**src/rtl/e1crc_pkg.sv**
```systemverilog
package e1crc_pkg;

  // Strobes from the control into the datapath, one set per cycle.
  typedef struct packed {
    logic flush;     // checking inactive: discard all collected state
    logic advance;   // an accepted bit is present this cycle
    logic smfBound;  // accepted bit is the first of a submultiframe
    logic chkPos;    // accepted bit sits at a check-bit position
    logic compare;   // evaluate stored computed value against received bits
  } crcStrobe_t;

endpackage

```
**src/rtl/e1crc_ctrl.sv**
```systemverilog
module e1crc_ctrl
  import e1crc_pkg::*;
#(
  parameter int FRAMES_PER_SMF = 8,
  parameter int CHK_BITS       = 4
) (
  input  logic       clk,
  input  logic       rstN,
  input  logic       enable,
  input  logic       crcFormat,
  input  logic       alignOk,
  input  logic       bitValid,
  input  logic       frameStart,
  input  logic       smfStart,
  output crcStrobe_t strb
);

  localparam int FRM_W    = $clog2(FRAMES_PER_SMF);
  localparam int CHK_SPAN = 2 * CHK_BITS;

  logic             active;
  logic             frameEdge;
  logic [FRM_W-1:0] frmCnt;
  logic [FRM_W-1:0] curFrame;
  logic             inSmf;     // a submultiframe is being collected from its start
  logic             havePrev;  // a computed value for the previous full SMF is held

  assign active    = enable & crcFormat & alignOk;
  assign frameEdge = smfStart | frameStart;

  // Index of the frame the current bit belongs to.
  always_comb begin
    curFrame = frmCnt;
    if (smfStart)        curFrame = '0;
    else if (frameStart) curFrame = frmCnt + 1'b1;
  end

  always_comb begin
    strb.flush    = ~active;
    strb.advance  = active & bitValid;
    strb.smfBound = strb.advance & smfStart;
    strb.chkPos   = strb.advance & frameEdge & ~curFrame[0]
                    & (int'(curFrame) < CHK_SPAN);
    strb.compare  = strb.smfBound & havePrev;
  end

  always_ff @(posedge clk) begin
    if (!rstN) begin
      frmCnt   <= '0;
      inSmf    <= 1'b0;
      havePrev <= 1'b0;
    end else if (!active) begin
      frmCnt   <= '0;
      inSmf    <= 1'b0;
      havePrev <= 1'b0;
    end else if (bitValid && frameEdge) begin
      frmCnt <= curFrame;
      if (smfStart) begin
        havePrev <= inSmf;
        inSmf    <= 1'b1;
      end
    end
  end

endmodule

```
**config.mk**
```make
export PLATFORM = sky130hd
export DESIGN_NAME = e1crc_ctrl
export DESIGN_NICKNAME = d
export VERILOG_FILES = /design/src/rtl/e1crc_pkg.sv /design/src/rtl/e1crc_ctrl.sv
export SDC_FILE = /design/constraint.sdc
export NUM_CORES = 1
export LEC_CHECK = 0
export BUFFER_PORTS_ARGS = -buffer_cell sky130_fd_sc_hd__buf_2
export CORE_AREA = 2 2 39 41
export CTS_BUF_LIST = sky130_fd_sc_hd__clkbuf_2 sky130_fd_sc_hd__clkbuf_4 sky130_fd_sc_hd__clkbuf_8
export DETAILED_ROUTE_END_ITERATION = 12
export DIE_AREA = 0 0 41 43
export PLACE_DENSITY = 0.43
export RECOVER_POWER = 25
export SETUP_SLACK_MARGIN = 0.2
export SLEW_MARGIN = 15
export SYNTH_ARGS = -nofsm -noshare
export SYNTH_HDL_FRONTEND = slang
export SYNTH_SLANG_ARGS = --single-unit
export TNS_END_PERCENT = 100
```
**constraint.sdc**
```tcl
create_clock -name clk -period 0.9 [get_ports clk]
set_input_delay 0.18 -clock clk [delete_from_list [all_inputs] [get_ports clk]]
set_output_delay 0.18 -clock clk [all_outputs]
set_load 0.03 [all_outputs]
```
# ---- After elaboration in Yosys (flattened, before gate mapping)
# Cells that the tools add are included.
dict set report op_classes {
  n_reduce_logical 5
  add_sub_neg 1
  bitwise_logic 10
  muxes 2
}
# operator count
set ops {}
lappend ops {{$and 1x1->1} 7}
lappend ops {{$mux 3} 2}
lappend ops {{$reduce_and 2->1} 3}
lappend ops {{$add 3x1->3 const B} 1}
lappend ops {{$not 1->1} 2}
lappend ops {{$reduce_bool 2->1} 1}
lappend ops {{$logic_and 1x1->1} 1}
lappend ops {{$or 1x1->1} 1}
dict set report totals {
  inputBits 8
  output_inout_bits 5
  regBits 5
}

# ---- Logic depth before layout (Yosys ltp)
dict set report logic_depth {
  ltp_word 5
  mapped_depth 3
  mapped_depth_nobuf 3
}

# ---- Worst setup path before layout
# Ideal clock, no wire load.
dict set report synth_timing {
  kind {input to output}
  start {input port alignOk}
  end {output port strb[1] in the netlist's numbering}
  required_ns 0.720
  arrival_ns 1.034
  path_slack_ns -0.314
  path_stages 3
  path_cell_list {and3_4 and2_4 nor2b_1}
}
# item line_no
set synth_rtl {}
lappend synth_rtl {{start: declaration} e1crc_ctrl.sv:11} ;# input logic alignOk,
lappend synth_rtl {{end: declaration} e1crc_ctrl.sv:15} ;# output crcStrobe_t strb

==> results.md <==
- Post-synthesis compound-gate area fraction: 0.157
- Final Slew Violations: 0
- Main combinational cell family by area after synthesis: simple AND/OR/NAND/NOR gates
- Finished Layout Cells: 60
- Worst R2R End: frmCnt[0]
- Die area: 1760 um^2
- Crit path time final: 1.07 ns
- H-tree depth: 1
- Via Count: 224
- Post-Synthesis Cells: 21
- Worst setup SP type: register
- Vias/cell: 3.73
- #FFs+latches synth: 3
- Global route total overflow: 0
- DR iter-0 viols: 1
- Clk buf depth: 2
- CTS tree: done
- Largest net degree at the start of global routing: 5
- Final setup TNS: -0.476 ns
- Fraction of layout cells with a size suffix above 1: 0.727
- Final Hold Vio Count: 0
- Fin crit share: 1.19
- Rows: 14
- Nets: 53
- Critical-path top delay cell: dfxtp_2
- Critical path's top delay family: flip-flops
- Crit path buf inv count: 1
- RSZ-0062 raised after global routing: yes
- Hold WS: 0.219 ns
- VDD IR-drop max: 593 uV
- Fill count: 148
- Worst Tran Pin Value: 0.214 ns
- Crit-path cells: a21oi_2, nor2b_4, buf_6
- Mux share of post-synthesis cell area: 0
- Max frequency: 936 MHz
- Max-cap violations: 0
- Drt drc: 0
- Core ar.: 1380 um^2
- Hold Path Class: in2reg
- Status: finished with violations
- Clock transition at path regs: 0.03 ns
- Number of global-route vias before repair: 206
- Starting Density: 0.115
- Pwr Total: 491 uW
- Cell Area, Placed: 297 um^2
- Worst Setup End Kind: primary output
- Worst-Skew Late Latency: 0.23 ns
- Layout Skew: 0.00000587 ns
- Reg2reg path depth: 5
- Die Y: 43 um
- Max-slew headroom: 0.855
- First-pass GRT wire length: 703 um
- Hold worst-path end: frmCnt[0]
- Critical Path AT: 0.89 ns
- Hold_sp: rstN
- Sequential area share after synthesis: 0.378
- Setup WS post-layout: -0.168 ns
- Fin area: 408 um^2
- Leakage dissipation: 0.000179 uW
- IO Pins: 13
- CTS root buf: clkbuf_4
- Area Overhead vs Synth: 157%
- WS Path Type: reg2out
- Pwr/cell area: 1200 nW/um^2
- TritonCTS buffer count: 3
- CP max FO: 2
- Global-route usage over all layers: 0.0612
- Hold_buf cts: 0
- Post-Synthesis Cell Area: 159 um^2
- Fraction of the mapped netlist area in simple logic gates: 0.441
- Die Width: 41 um
- Antenna-violating nets left: 0
- Post-Syn Nets: 29
- Crit path required time: 0.72 ns
- Count of cell types in the netlist: 12
- Inst Count DP: 54
- Post-Synth Adder-Cell Area: 0
- PortBufs: 12
- Synthesis warning total: 0
- CTS Sinks: 3
- Crit Reg-Reg Startpoint: frmCnt[0]
- TritonRoute pass-1 iters: 2
- Antenna cell count: 0
- Mean post-synth cell area: 7.57 um^2
- Hold Crit Depth: 3
- Routed WL: 496 um
- Routed WL per cell: 8.27 um
- CP peak stage delay: 0.31 ns
- Initial antenna violation count: 0
- Final setup viols: 5
- Routability cong.: 0.634
- Post-Synth XOR/XNOR Area: 0
- Reg2Reg Setup Slack: -0.12 ns
- Failing checks: negative setup slack
## registers in the layout, summed over array words and instances, names as in the netlist
signal    count
inSmf         1
havePrev      1
frmCnt        1
## synth_stat cells
master,number,share of area
a21oi_1,4,0.13
dfxtp_1,3,0.38
nor2b_1,1,0.039
nand3_1,1,0.031
and3_1,1,0.039
and2_4,1,0.055
inv_1,1,0.024
and3_4,1,0.071
nand2_1,3,0.071
o21ai_0,1,0.031
nor2_1,3,0.071
nor4bb_1,1,0.063
## report_power, final
| part | total [uW] | internal, uW | switching (uW) |
|---|---|---|---|
| registers | 135 | 134 | 0.415 |
| logic | 92.7 | 53.2 | 39.5 |
| clock network | 263 | 196 | 67.3 |
## how the worst max path moves through the flow
stage                          to  slack, ns  cells after the start       from
after floorplan           strb[1]      -0.08                      3    alignOk
after global placement    strb[0]      -0.19                      5    alignOk
after detailed placement  strb[0]      -0.20                      5    alignOk
after CTS                 strb[1]      -0.20                      3  frmCnt[0]
after global routing      strb[1]      -0.20                      3  frmCnt[0]
final                     strb[1]      -0.17                      3  frmCnt[0]
## metrics by stage
step / utilization / setup WS, ns
finish: 0.295 / -0.168
global route: 0.295 / -0.197
CTS: 0.287 / -0.197
detailed placement: 0.214 / -0.199
global placement: 0.214 / -0.190
floorplan: - / -0.0844
## kinds of logic after synthesis
family | count (synthesis)
buffers and inverters | 1
DFF | 3
AOI/OAI and AO/OA | 5
and+or+nand+nor | 12
## worst reg2reg max path: stages (launching register included)
cell	delay [ns]
dfxtp_2	0.31
buf_4	0.13
buf_6	0.10
nor4bb_1	0.25
a21oi_1	0.07
nor2_1	0.09
## per-layer routing
layer	vias to the layer above	global-route usage	share of wire
li1	117	-	-
met4	0	0.0400	0
met2	5	0.103	0.55
met1	102	0.0513	0.39
met3	0	0.0314	0.054
met5	-	0	0
## cells in the final DEF (no fill, tap or decap)
cell	netlist	final
buf_6	0	10
buf_4	0	5
clkbuf_4	0	4
buf_2	0	4
nand2_1	3	3
a21oi_1	4	3
and3_4	1	2
nor2_1	3	2
dfxtp_2	0	2
inv_4	0	1
and2_4	1	1
a21oi_2	0	1
nor2b_4	0	1
nor2_4	0	1
o21ai_0	1	1
nor4bb_1	1	1
nand3_1	1	1
dfxtp_1	3	1
## cell type report
type                       count  area, um^2  area share
clock buffer                   4        30.0      0.0736
multi-input combinational     17         119       0.291
inverter                       1        6.26      0.0153
tap                           16        20.0      0.0491
sequential                     3        62.6       0.153
timing repair buffer          19         170       0.417
## timing repair
action / CTS / global route
setup buffers: 1 / 1
endpoints found under the setup margin: 6 / 8
pin swaps: 3 / 3
gates resized for setup: 19 / 2
Note: power is estimated with default switching activity, not from simulation.
